===== config.mk =====
export PLATFORM = sky130hd
export DESIGN_NAME = pal_macrocell
export DESIGN_NICKNAME = d
export VERILOG_FILES = /design/src/rtl/pal_pkg.sv /design/src/rtl/pal_fuse_chain.sv /design/src/rtl/pal_and_plane.sv /design/src/rtl/pal_out_stage.sv /design/src/rtl/pal_macrocell.sv
export SDC_FILE = /design/constraint.sdc
export NUM_CORES = 1
export LEC_CHECK = 0
export ABC_AREA = 1
export BUFFER_PORTS_ARGS = -buffer_cell sky130_fd_sc_hd__buf_2
export CAP_MARGIN = 15
export CORE_AREA = 2 2 151 153
export CTS_BUF_LIST = sky130_fd_sc_hd__clkbuf_4
export DETAILED_ROUTE_END_ITERATION = 6
export DIE_AREA = 0 0 153 155
export GPL_ROUTABILITY_DRIVEN = 0
export PLACE_DENSITY = 0.65
export SLEW_MARGIN = 5
export SYNTH_ARGS = -nofsm -noshare
export SYNTH_HDL_FRONTEND = slang
export SYNTH_SLANG_ARGS = --single-unit

===== constraint.sdc =====
create_clock -name clk -period 2.6 [get_ports clk]
set_clock_uncertainty 0.15 [all_clocks]
set_input_delay 0.26 -clock clk [delete_from_list [all_inputs] [get_ports clk]]
set_output_delay 0.26 -clock clk [all_outputs]
set_load 0.02 [all_outputs]

===== src/rtl/pal_pkg.sv =====
package pal_pkg;
  localparam int PAL_NUM_SIG   = 16;
  localparam int PAL_NUM_TERMS = 8;
  localparam int POL_BIT       = 0;
  localparam int MODE_BIT      = 1;
  localparam int MASK_LSB      = 2;

  function automatic int fuse_width(input int nsig, input int nterm);
    return MASK_LSB + nterm * 2 * nsig;
  endfunction
endpackage


===== src/rtl/pal_fuse_chain.sv =====
module pal_fuse_chain #(
  parameter int WIDTH = 258
) (
  input  logic             clk,
  input  logic             rst_n,
  input  logic             shift_en,
  input  logic             sdi,
  input  logic             commit,
  output logic [WIDTH-1:0] fuses,
  output logic             armed
);
  logic [WIDTH-1:0] fuse_q, fuse_d;
  logic             armed_q, armed_d;

  always_comb begin
    fuse_d  = {fuse_q[WIDTH-2:0], sdi};
    armed_d = armed_q;
    if (shift_en)    armed_d = 1'b0;
    else if (commit) armed_d = 1'b1;
  end

  // Fuse storage carries no reset: contents survive a reset pulse.
  always_ff @(posedge clk) begin
    if (shift_en) fuse_q <= fuse_d;
  end

  always_ff @(posedge clk or negedge rst_n) begin
    if (!rst_n) armed_q <= 1'b0;
    else        armed_q <= armed_d;
  end

  assign fuses = fuse_q;
  assign armed = armed_q;
endmodule


===== src/rtl/pal_and_plane.sv =====
module pal_and_plane #(
  parameter int NSIG  = 16,
  parameter int NTERM = 8
) (
  input  logic [NSIG-1:0]         sig,
  input  logic [NTERM*2*NSIG-1:0] masks,
  output logic [NTERM-1:0]        terms
);
  localparam int NCOL = 2 * NSIG;

  logic [NCOL-1:0] lits;

  for (genvar i = 0; i < NSIG; i++) begin : g_lit
    assign lits[2*i]   = sig[i];
    assign lits[2*i+1] = ~sig[i];
  end

  for (genvar t = 0; t < NTERM; t++) begin : g_term
    logic [NCOL-1:0] m;
    assign m        = masks[t*NCOL +: NCOL];
    // An unprogrammed term is unused and must not read as a true AND.
    assign terms[t] = (|m) & (&(~m | lits));
  end
endmodule


===== src/rtl/pal_out_stage.sv =====
module pal_out_stage #(
  parameter int NTERM = 8
) (
  input  logic             clk,
  input  logic             rst_n,
  input  logic [NTERM-1:0] terms,
  input  logic             invert,
  input  logic             reg_mode,
  input  logic             armed,
  output logic             pol_val,
  output logic             out
);
  logic q_reg, q_next;

  assign pol_val = (|terms) ^ invert;

  // Flop is cleared while unarmed so no stale value escapes after commit.
  always_comb begin
    q_next = armed ? pol_val : 1'b0;
  end

  always_ff @(posedge clk or negedge rst_n) begin
    if (!rst_n) q_reg <= 1'b0;
    else        q_reg <= q_next;
  end

  assign out = armed & (reg_mode ? q_reg : pol_val);
endmodule


===== src/rtl/pal_macrocell.sv =====
module pal_macrocell
  import pal_pkg::*;
#(
  parameter int NSIG  = PAL_NUM_SIG,
  parameter int NTERM = PAL_NUM_TERMS
) (
  input  logic            clk,
  input  logic            rst_n,
  input  logic [NSIG-1:0] sig_in,
  input  logic            fuse_shift_en,
  input  logic            fuse_sdi,
  input  logic            fuse_commit,
  output logic            mc_out
);
  localparam int FW    = fuse_width(NSIG, NTERM);
  localparam int MASKW = FW - MASK_LSB;

  logic            sync1_q, sync2_q, rst_q_n;
  logic [FW-1:0]   fuses;
  logic [MASKW-1:0] masks;
  logic [NTERM-1:0] terms;
  logic            armed, invert, reg_mode, pol_val, out_int;

  always_ff @(posedge clk or negedge rst_n) begin
    if (!rst_n) begin
      sync1_q <= 1'b0;
      sync2_q <= 1'b0;
    end else begin
      sync1_q <= 1'b1;
      sync2_q <= sync1_q;
    end
  end
  assign rst_q_n = sync2_q;

  pal_fuse_chain #(.WIDTH(FW)) u_chain (
    .clk(clk), .rst_n(rst_q_n), .shift_en(fuse_shift_en), .sdi(fuse_sdi),
    .commit(fuse_commit), .fuses(fuses), .armed(armed)
  );

  assign invert   = fuses[POL_BIT];
  assign reg_mode = fuses[MODE_BIT];
  assign masks    = fuses[FW-1:MASK_LSB];

  pal_and_plane #(.NSIG(NSIG), .NTERM(NTERM)) u_plane (
    .sig(sig_in), .masks(masks), .terms(terms)
  );

  pal_out_stage #(.NTERM(NTERM)) u_out (
    .clk(clk), .rst_n(rst_q_n), .terms(terms), .invert(invert),
    .reg_mode(reg_mode), .armed(armed), .pol_val(pol_val), .out(out_int)
  );

  assign mc_out = out_int;
endmodule


### Word-level counts from Yosys, hierarchy flattened

Cells that the tools add are included.

| operators by class | value |
|---|---|
| bitwise gates (word level) | 42 |
| mux-type cells | 4 |
| reduce and logical (&&, ||, !) cells | 18 |

Operator list:

| cell | number |
|---|---|
| NOT 32 bit | 8 |
| bitwise OR 32 bit | 8 |
| AND reduction 32 bit | 8 |
| OR reduction 32 bit | 8 |
| NOT 1 bit | 16 |
| AND 1 bit | 9 |
| OR reduction 8 bit | 1 |
| 2-to-1 mux 1 bit | 4 |
| nonzero test 2 bit | 1 |
| bitwise XOR 1 bit | 1 |

| storage, ports and cells | value |
|---|---|
| input port bits | 21 |
| register bits after elaboration | 262 |
| word-level logic and storage cells | 69 |

### Depth between registers and ports, before layout

Gate-level depths: netlist of run 1.

| logic depth | value |
|---|---|
| depth in word-level cells | 8 |
| depth in mapped cells | 14 |
| depth with buffers taken out | 13 |

### Cells and area by module

A second synthesis of run 1 with hierarchy kept.

| unflattened totals | value |
|---|---|
| cell total of the unflattened synthesis | 1070 |
| area total of the unflattened synthesis | 11044.3 sq um |

Modules (own cells, without submodules):

| module | area each (sq um) | sequential area each (sq um) | times used | cells an instance |
|---|---|---|---|---|
| pal_fuse_chain | 7780.0 | 7772.5 | 1 | 261 |
| pal_and_plane | 3103.0 | 0.0 | 1 | 787 |
| pal_out_stage | 107.6 | 25.0 | 1 | 19 |
| pal_macrocell | 53.8 | 50.0 | 1 | 3 |

### Worst setup path before layout of run 1

Ideal clock, no wire load.

| path | value |
|---|---|
| path type | flip-flop to output port |
| start | register u_chain.fuse_q[105] (netlist: u_chain.fuses[105]) |
| end | output port mc_out |
| setup slack | 0.801 ns |
| stages on the path, launching flop included | 13 |
| data arrival time | 1.389 ns |
| buffers on the path | 0 |
| required time | 2.190 ns |
| cell sequence | edfxtp_1 -> nor2_1 -> and2_1 -> nand2_1 -> nor2_1 -> nand2_1 -> nand3_1 -> nand2_1 -> nor2_2 -> nand2_1 -> nand2_1 -> nand2_2 -> a21oi_2 |

| between the ends | value |
|---|---|
| word-level cells in the longest chain between the ends | 8 |
| elaborated cells on any way between the ends | 9 |

Ends and longest elaborated chain:

| what | line | source |
|---|---|---|
| from (decl) | pal_fuse_chain.sv:12 | `logic [WIDTH-1:0] fuse_q, fuse_d;` |
| from (signal assigned) | pal_fuse_chain.sv:24 | `if (shift_en) fuse_q <= fuse_d;` |
| NOT 32 bit | pal_and_plane.sv:22 | `assign terms[t] = (\|m) & (&(~m \| lits));` |
| bitwise OR 32 bit | pal_and_plane.sv:22 |  |
| AND reduction 32 bit | pal_and_plane.sv:22 |  |
| AND 1 bit * | pal_and_plane.sv:22 |  |
| OR reduction 8 bit * | pal_out_stage.sv:15 | `assign pol_val = (\|terms) ^ invert;` |
| bitwise XOR 1 bit * | pal_out_stage.sv:15 |  |
| 2-to-1 mux 1 bit * | pal_out_stage.sv:27 | `assign out = armed & (reg_mode ? q_reg : pol_val);` |
| AND 1 bit * | pal_out_stage.sv:27 |  |
| to (decl) | pal_macrocell.sv:13 | `output logic mc_out` |

Mark *: on every way between the ends. The rest lies on a longest branch, timed or not.

### Final worst setup path of run 1

| path | value |
|---|---|
| start | register u_chain.fuse_q[66] (netlist: u_chain.fuses[66]) |
| end | output port mc_out |

The elaborated chain is that of the path after synthesis.

==> results of run 1 <==
-- worst reg2reg max path, cell delays in order, from the launching register on --
cell and delay (ps):
edfxtp_1 460, nor2_1 140, nand4_1 180, nor2_2 190, nand2_1 90, nand3_2 70
nand2_1 60, nor2_2 120, nand2_1 70, nand2_1 70, nand2_2 80, nor2_1 100
-- logic make-up after synthesis --
kind of cell	synth area share [%]
AO/OA/AOI/OAI	1.31
buffers and inverters	3.23
flip-flops	71.9
other	0.0344
AND/OR/NAND/NOR	23.5
-- worst min path at each step --
stage,startpoint,to,slack (ps)
final,fuse_sdi,u_chain.fuses[0]$_DFFE_PP_,170
after global routing,fuse_sdi,u_chain.fuses[0]$_DFFE_PP_,130
after CTS,fuse_sdi,u_chain.fuses[0]$_DFFE_PP_,110
after detailed placement,rst_q_n$_DFF_PN0_,u_out.q_reg$_DFF_PN0_,-130
after global placement,rst_q_n$_DFF_PN0_,u_chain.armed$_DFFE_PN0P_,-130
after floorplan,rst_n,rst_q_n$_DFF_PN0_,-190
-- per-layer routing --
| metal | part of all wire (%) | vias up | track usage, % | wire [microns] |
|---|---|---|---|---|
| li1 | - | 3606 | - | - |
| met1 | 45 | 3487 | 29.0 | 11100 |
| met2 | 47 | 236 | 34.0 | 11500 |
| met3 | 5.7 | 47 | 4.90 | 1410 |
| met4 | 2.4 | 0 | 7.89 | 596 |
| met5 | 0 | - | 0 | 0 |
-- cell usage after synthesis --
cell / number
buf_6: 3
nand3_1: 9
nand2_2: 1
o21ai_0: 15
o21ai_1: 10
buf_4: 13
nor2_1: 222
nor2_2: 2
edfxtp_1: 258
o21ai_2: 1
conb_1: 1
nand4_1: 28
dfrtp_1: 4
inv_1: 46
and2_1: 3
a21oi_2: 1
inv_2: 13
nand2_1: 394
-- layout by cell type, fill, tap and decap left out --
cell type,instances
o21ai_2,1
buf_12,3
buf_8,1
nor2_4,1
clkinv_1,8
a21oi_2,1
o21ai_0,15
nor2_2,5
nand3_2,1
nor2_1,218
buf_4,8
inv_1,46
clkinv_2,2
nand3_1,8
o21ai_1,10
edfxtp_1,258
dfrtp_1,4
dlygate4sd3_1,7
nand2_1,394
bufinv_16,1
diode_2,1
nand2_2,1
clkbuf_4,102
inv_2,16
and2_1,3
nand4_1,28
buf_6,1
conb_1,1
buf_2,19
-- power by group --
part / leakage [nW] / switching [mW] / total (mW) / internal, mW
logic: 1.99 / 0.338 / 0.500 / 0.163
registers: 2.57 / 0.190 / 5.11 / 4.92
clock network: 0.517 / 1.65 / 3.53 / 1.89
-- metrics by stage --
| stage | area, sq um | total power [mW] | setup WS, ps |
|---|---|---|---|
| floorplan | 10900 | 5.41 | 801 |
| global placement | 11300 | 5.66 | 231 |
| detailed placement | 11300 | 5.68 | 221 |
| CTS | 12300 | 9.25 | -317 |
| global route | 12300 | 9.56 | -497 |
| finish | 12300 | 9.14 | -246 |
-- final cells by class --
type / count / area [sq um]
Clock inverter: 14 / 81.3
Clock buffer: 102 / 766
Sequential cell: 262 / 7850
Multi-Input combinational cell: 687 / 2740
Timing Repair Buffer: 39 / 312
Tap cell: 285 / 357
Inverter: 59 / 221
Antenna cell: 1 / 2.50
Fill cell: 1904 / 9900
-- timing repair --
action,CTS,global route
pin swaps,2,4
gates resized for setup,6,2
setup endpoints to repair,1,1
buffers inserted,3,1
hold endpoints to repair,64,0
hold buffers,7,0
==> results.py, run 1 <==
metrics = {
    "sta": {
        "tns_ps": -246,
        "finalSetupViolations": 1,
        "holdWs_ps": 171,
        "hold_violations": 0,
        "fin_crit_sh_pct": 109,
        "rsz0062_at_grt": "true",
        "slew_violations": 0,
        "worstMarginPinSlew_ps": 550,
        "fmax_ghz": 0.351,
        "setup_ws_ps": -246,
        "slew_headroom_pct": 63.4,
        "min_period_ps": 2850,
    },
    "logic_synthesis": {
        "ys_seq_elements": 262,
        "yosysSeqAreaShare_pct": 71.9,
        "synth_cells": 1024,
        "syn_area_sq_um": 10900,
        "synth_area_per_cell_sq_um": 10.7,
        "synth_top_area_share_pct": 71.0,
        "synth_nets": 1045,
        "synth_cell_types": 18,
        "yosys-top-cells-area": "edfxtp_1, nand2_1, nor2_1",
        "yosys_warnings": 0,
        "post-synth-top-area-cell": "edfxtp_1",
    },
    "outcome": {
        "violations": "negative setup slack",
        "status": "complete, but fails checks",
    },
    "final_layout": {
        "largest_reg_flops": 258,
        "final_nets": 1140,
        "syn2layout_area_growth_pct": 12.9,
        "fin_util_pct": 55.4,
        "finalNonFillerCells": 1449,
        "drive_above_1_share_pct": 14.0,
    },
    "setup_path": {
        "cp_slowest_cell": "edfxtp_1",
        "cp-startpoint": "u_chain.fuses[66]$_DFFE_PP_",
        "cp-end-kind": "output pin",
        "cp-endpoint": "mc_out",
        "cp_max_fo": 3,
        "cpPeakStageDelay_ps": 460,
        "rr_startpoint": "u_chain.fuses[66]$_DFFE_PP_",
        "worstPathArrival_ps": 2440,
        "required_ps": 2190,
        "cp_common_cell": "nand2_1",
        "rrSetupSlack_ps": 760,
        "critPathBufInv": 1,
        "critPathKind": "reg2out",
        "cp.depth": 12,
        "reg2regPathDepth": 11,
        "worstSetupStartpointType": "flop",
        "path_cells": "nor2_1 -> nand4_1 -> nor2_2 -> nand2_1 -> nand3_2 -> nand2_1 -> nor2_2 -> nand2_1 -> nand2_1 -> nand2_2 -> a21oi_2 -> buf_6",
        "crit_family": "simple AND/OR/NAND/NOR gates",
        "r2r-end": "u_out.q_reg$_DFF_PN0_",
    },
    "global_routing": {
        "overflow": 0,
        "grt_pass1_wl_microns": 39100,
        "grt_usage_pct": 21.3,
        "grt_max_degree": 67,
        "grt_pass1_vias": 7328,
        "antenna_found_initial": 1,
    },
    "die": {
        "rows": 55,
        "fp.dieH_microns": 155,
        "dieArea_sq_um": 23700,
        "dieWidth_microns": 153,
        "start_util_pct": 49.1,
        "core-area_sq_um": 22200,
        "io_pins": 22,
    },
    "worst_hold_path": {
        "hold_path_class": "in2reg",
        "holdPathStages": 2,
    },
    "detailed_routing": {
        "via_count": 7376,
        "wl_per_cell_microns": 17.0,
        "dr.pass1.iters": 5,
        "routed_wl_microns": 24600,
        "detail-route-antenna-nets": 0,
        "first_iter_violations": 597,
        "avgViaCountPerCell": 5.09,
        "drc": 0,
    },
    "cts": {
        "clock_sinks": 262,
        "cts_made_buffers": 70,
        "cts_tree": "done",
        "clk_path_buf_depth": 3,
        "clock-root-buffer": "clkbuf_4",
        "cts.clk_slew.worst_paths_ps": 70,
        "clock_latency_ps": 660,
        "htree_levels": 3,
    },
    "placement": {
        "dp.cells": 1321,
        "dp_hpwl_microns": 16300,
        "port_buffers": 21,
    },
    "power_and_ir_drop": {
        "p_per_area_nw_per_um2": 742,
        "peakVddDrop_mv": 0.358,
        "leakagePower_nw": 5.08,
    },
    "flow_run": {
        "max_cap_violations": 0,
    },
}
Note: power is estimated with default switching activity, not from simulation.
==> run 2: changes to the inputs <==
- CORE_AREA: 2 2 151 153 -> 2 2 152 154
- DIE_AREA: 0 0 153 155 -> 0 0 154 156
- SYNTH_HIERARCHICAL: not set -> 1
==> results.py, run 2 <==
metrics = {
    "cts": {
        "clock-root-buffer": "clkbuf_4",
        "clock_latency_ps": 670,
        "cts.clk_slew.worst_paths_ps": 60,
        "cts_made_buffers": 70,
        "clock_sinks": 262,
        "cts_tree": "done",
        "clk_path_buf_depth": 3,
        "htree_levels": 3,
    },
    "worst_hold_path": {
        "min_from": "fuse_sdi",
        "hold_path_class": "in2reg",
        "holdPathStages": 2,
        "hold_end": "u_chain/fuses[0]$_DFFE_PP_",
    },
    "placement": {
        "place_ws_ps": 2.41,
        "dp.cells": 1381,
        "port_buffers": 21,
        "dp_hpwl_microns": 17400,
        "dpl-instance-area_sq_um": 11600,
    },
    "sta": {
        "fmax_ghz": 0.351,
        "hold_violations": 0,
        "worstMarginPinSlew_ps": 570,
        "slew_headroom_pct": 62.0,
        "fin_crit_sh_pct": 110,
        "rsz0062_at_grt": "true",
        "finalSetupViolations": 1,
        "min_period_ps": 2850,
        "setup_ws_ps": -249,
        "slew_violations": 0,
    },
    "global_routing": {
        "overflow": 0,
        "antenna_found_initial": 2,
        "grt_usage_pct": 22.7,
        "grt_pass1_wl_microns": 40800,
        "grt_pass1_vias": 7431,
        "grt_max_degree": 67,
    },
    "detailed_routing": {
        "avgViaCountPerCell": 5.02,
        "detail-route-antenna-nets": 0,
        "dr.pass1.iters": 5,
        "via_count": 7712,
        "first_iter_violations": 804,
        "wl_per_cell_microns": 17.2,
        "drc": 0,
        "routed_wl_microns": 26500,
    },
    "final_layout": {
        "syn2layout_area_growth_pct": 16.3,
        "layout_commonest_cell": "nand2_1",
        "finalNonFillerCells": 1535,
        "seqCellArea_sq_um": 7850,
        "design_area_sq_um": 12800,
        "drive_above_1_share_pct": 17.9,
        "final_nets": 1226,
        "layout_common_cells": "nand2_1, edfxtp_1, nor2_1",
        "nFillCells": 1900,
        "multi_input_area_sq_um": 2910,
        "largest_reg_flops": 258,
    },
    "power_and_ir_drop": {
        "p_per_area_nw_per_um2": 723,
        "peakVddDrop_mv": 0.379,
        "leakagePower_nw": 5.25,
    },
    "setup_path": {
        "required_ps": 2190,
        "worstSetupStartpointType": "flop",
        "cp-end-kind": "output pin",
        "reg2regPathDepth": 12,
        "rr_startpoint": "u_chain/fuses[80]$_DFFE_PP_",
        "r2r-end": "u_out/q_reg$_DFF_PN0_",
        "cp_max_fo": 3,
        "worstPathArrival_ps": 2440,
        "critPathKind": "reg2out",
        "rrSetupSlack_ps": 590,
    },
    "die": {
        "fp.dieH_microns": 156,
        "core-area_sq_um": 22400,
        "start_util_pct": 49.4,
        "rows": 55,
        "io_pins": 22,
        "dieArea_sq_um": 24000,
        "dieWidth_microns": 154,
    },
    "flow_run": {
        "max_cap_violations": 0,
    },
    "logic_synthesis": {
        "synth_cells": 1069,
        "yosys_warnings": 6,
        "synth_area_per_cell_sq_um": 10.3,
        "syn_area_sq_um": 11000,
        "synth_nets": 1090,
    },
    "outcome": {
        "status": "complete, but fails checks",
        "violations": "negative setup slack",
    },
}
## run 2: cell type report
class / instances / area share [%]
tap: 285 / 2.78
antenna: 1 / 0.0195
multi-input combinational: 737 / 22.7
sequential: 262 / 61.1
timing repair buffer: 80 / 5.06
clock inverter: 8 / 0.439
clock buffer: 108 / 6.32
inverter: 54 / 1.58
## run 2: repair_timing
| action | CTS | global route |
|---|---|---|
| buffers inserted | 25 | 6 |
| cloned | 0 | 0 |
| pin swaps | 17 | 12 |
| endpoints found under the setup margin | 1 | 1 |
| hold endpoints to repair | 64 | 0 |
| resized for setup | 17 | 10 |
| hold buffers | 6 | 0 |
## run 2: stage by stage
| step | hold WS [ps] | utilization, % | total power [mW] | setup TNS [ps] |
|---|---|---|---|---|
| 6_report | 174 | 57.4 | 9.28 | -249 |
| 5_1_grt | 137 | 57.4 | 9.69 | -429 |
| 4_1_cts | 122 | 57.1 | 9.37 | -284 |
| 3_5_place_dp | -129 | 51.9 | 5.72 | 0 |
| 3_3_place_gp | -129 | 51.9 | 5.71 | -44.2 |
| 2_1_floorplan | -186 | - | 5.41 | 0 |
## run 2: power by group
group / internal [mW] / total [mW] / switching [mW]
Clock: 1.97 / 3.59 / 1.62
Sequential: 4.92 / 5.09 / 0.176
Combinational: 0.210 / 0.599 / 0.389
Total: 7.09 / 9.28 / 2.18
## run 2: how the worst max path moves through the flow
stage                            startpoint      to  slack, ps  cells after the start
4_1_cts        u_chain/fuses[242]$_DFFE_PP_  mc_out       -280                     14
6_report        u_chain/fuses[80]$_DFFE_PP_  mc_out       -250                     14
5_1_grt        u_chain/fuses[193]$_DFFE_PP_  mc_out       -430                     16
3_5_place_dp                      sig_in[5]  mc_out          2                     17
3_3_place_gp                      sig_in[5]  mc_out        -40                     17
2_1_floorplan                    sig_in[10]  mc_out        750                     16
## run 2: critical path, cell delays in order, from the launching register on
cell and delay, ps:
edfxtp_1 430, nor2_1 130, nand2_1 80, nor2_2 230
nand2_1 80, nor2_1 120, nor2_2 60, nor2_2 100
nand2_2 80, nor2_1 100, nand2_1 70, nand3_1 80
nand2_1 60, inv_2 50, buf_6 110
## run 2: layer usage
| metal | global-route usage, % | wire length (microns) |
|---|---|---|
| met2 | 32.4 | 11000 |
| met4 | 8.90 | 572 |
| met5 | 0 | 0 |
| met1 | 34.0 | 12200 |
| met3 | 5.00 | 2640 |
==> run 3: changes to the inputs <==
- CORE_AREA: 2 2 152 154 -> 2 2 162 164
- DIE_AREA: 0 0 154 156 -> 0 0 164 166
- PLACE_DENSITY: 0.65 -> not set
- SLEW_MARGIN: 5 -> not set
==> results.py, run 3 (same netlist as run 2, synthesis figures left out) <==
metrics = {
    "detailed_routing": {
        "drc": 0,
        "wl_per_cell_microns": 17.3,
        "avgViaCountPerCell": 4.93,
        "detail-route-antenna-nets": 0,
        "first_iter_violations": 726,
        "via_count": 7732,
        "dr.pass1.iters": 6,
        "routed_wl_microns": 27100,
    },
    "global_routing": {
        "grt_pass1_vias": 7185,
        "overflow": 0,
        "antenna_found_initial": 1,
        "grt_usage_pct": 20.1,
        "grt_max_degree": 61,
        "grt_pass1_wl_microns": 40600,
    },
    "die": {
        "core-area_sq_um": 25600,
        "start_util_pct": 43.1,
        "dieArea_sq_um": 27200,
        "rows": 59,
        "fp.dieH_microns": 166,
        "io_pins": 22,
        "dieWidth_microns": 164,
    },
    "sta": {
        "hold_violations": 0,
        "setup_ws_ps": -358,
        "fin_crit_sh_pct": 114,
        "worstMarginPinSlew_ps": 524,
        "tns_ps": -358,
        "fmax_ghz": 0.338,
        "rsz0062_at_grt": "true",
        "slew_headroom_pct": 65.1,
        "slew_violations": 0,
        "finalSetupViolations": 1,
        "min_period_ps": 2960,
    },
    "setup_path": {
        "worstSetupStartpointType": "flop",
        "cp_slowest_cell": "edfxtp_1",
        "cp_common_cell": "nand2_1",
        "r2r-end": "u_out/q_reg$_DFF_PN0_",
        "path_cells": "buf_4 -> nand2_1 -> nand2_1 -> nor2_2 -> nand2_1 -> nor2_1 -> nand2_1 -> nor2_2 -> nor2_2 -> nand2_2 -> nor2_2 -> nand2_1 -> nand3_1 -> nand2_1 -> inv_1 -> buf_4",
        "critPathKind": "reg2out",
        "crit_family": "simple AND/OR/NAND/NOR gates",
        "rrSetupSlack_ps": 590,
        "required_ps": 2190,
        "critPathBufInv": 3,
        "worstPathArrival_ps": 2550,
        "reg2regPathDepth": 11,
        "rr_startpoint": "u_chain/fuses[192]$_DFFE_PP_",
        "cp-end-kind": "output pin",
        "cpPeakStageDelay_ps": 400,
        "cp_max_fo": 2,
    },
    "worst_hold_path": {
        "hold_path_class": "in2reg",
        "min_from": "fuse_sdi",
        "hold_end": "u_chain/fuses[0]$_DFFE_PP_",
        "holdPathStages": 2,
    },
    "final_layout": {
        "design_area_sq_um": 12700,
        "layout_commonest_cell": "nand2_1",
        "drive_above_1_share_pct": 15.8,
        "nFillCells": 2338,
        "final_nets": 1208,
        "syn2layout_area_growth_pct": 15.2,
        "layout_common_cells": "nand2_1, edfxtp_1, nor2_1",
        "largest_reg_flops": 258,
    },
    "cts": {
        "htree_levels": 3,
        "clk_path_buf_depth": 3,
        "clock_sinks": 262,
        "cts.clk_slew.worst_paths_ps": 60,
        "cts_made_buffers": 71,
        "cts_tree": "done",
        "clock_latency_ps": 660,
        "clock-root-buffer": "clkbuf_4",
    },
    "placement": {
        "port_buffers": 21,
        "dp_hpwl_microns": 17700,
        "place_ws_ps": -52.9,
        "dpl-instance-area_sq_um": 11700,
    },
    "power_and_ir_drop": {
        "leakagePower_nw": 5.14,
        "p_per_area_nw_per_um2": 719,
        "peakVddDrop_mv": 0.394,
    },
    "outcome": {
        "violations": "negative setup slack",
        "status": "complete, but fails checks",
    },
    "flow_run": {
        "max_cap_violations": 0,
    },
}
run 3: cell types whose count changed in the layout (fill, tap and decap cells not counted), moves of 2 or more:
cell	change
nor2_2	-4
clkinv_2	+2
buf_4	-17
clkbuf_4	-5
clkinv_1	+7
nor2_1	+4
buf_6	-3
run 3: how the worst max path moves through the flow:
stage                                       startpoint      to  cells after the start
after floorplan                             sig_in[10]  mc_out                     16
after global placement                       sig_in[7]  mc_out                     17
after detailed placement                     sig_in[7]  mc_out                     17
after CTS                 u_chain/fuses[128]$_DFFE_PP_  mc_out                     13
after global routing      u_chain/fuses[130]$_DFFE_PP_  mc_out                     14
final                     u_chain/fuses[225]$_DFFE_PP_  mc_out                     16
run 3: worst register-to-register path, stage by stage, from the launching register on:
cell and delay, ps:
edfxtp_1 440, nor2_1 120, nand2_1 100, nor2_4 160
nand2_1 70, nor2_1 130, nor2_2 60, nor2_2 170
nand2_2 110, nor2_2 110, nand2_1 80, a21oi_1 190
run 3: power breakdown:
group | internal [mW] | switching [mW] | total (mW)
clock | 1.81 | 1.67 | 3.47
sequential | 4.92 | 0.176 | 5.09
combinational | 0.193 | 0.389 | 0.582
run 3: cell type report:
cell class / count / area, sq um / area share (%)
tap: 335 / 419 / 3.29
clock buffer: 103 / 773 / 6.08
timing repair buffer: 61 / 508 / 3.99
sequential: 262 / 7850 / 61.7
multi-input combinational: 737 / 2910 / 22.8
clock inverter: 16 / 62.6 / 0.492
inverter: 54 / 203 / 1.59
antenna: 1 / 2.50 / 0.0197
run 3: routing by layer:
| layer | GRT usage [%] | vias up | routed length [microns] |
|---|---|---|---|
| li1 | - | 3754 | - |
| met1 | 31.1 | 3622 | 12800 |
| met2 | 27.8 | 314 | 11500 |
| met3 | 5.07 | 42 | 2330 |
| met4 | 6.06 | 0 | 424 |
| met5 | 0 | - | 0 |
run 3: metrics by stage:
step,util [%],hold WS (ps),total power [mW],instances
4_1_cts,49.5,122,9.26,1567
5_1_grt,49.7,133,9.56,1569
6_report,49.7,186,9.15,1569
3_3_place_gp,45.6,-127,5.72,1433
3_5_place_dp,45.6,-125,5.73,1433
2_1_floorplan,-,-186,5.41,1069
run 3: timing repair:
item / CTS / global route
pin swaps: 5 / 4
hold buffers: 6 / 0
setup endpoints to repair: 1 / 1
endpoints found under the hold margin: 59 / 0
setup buffers: 9 / 1
gates resized for setup: 10 / 9
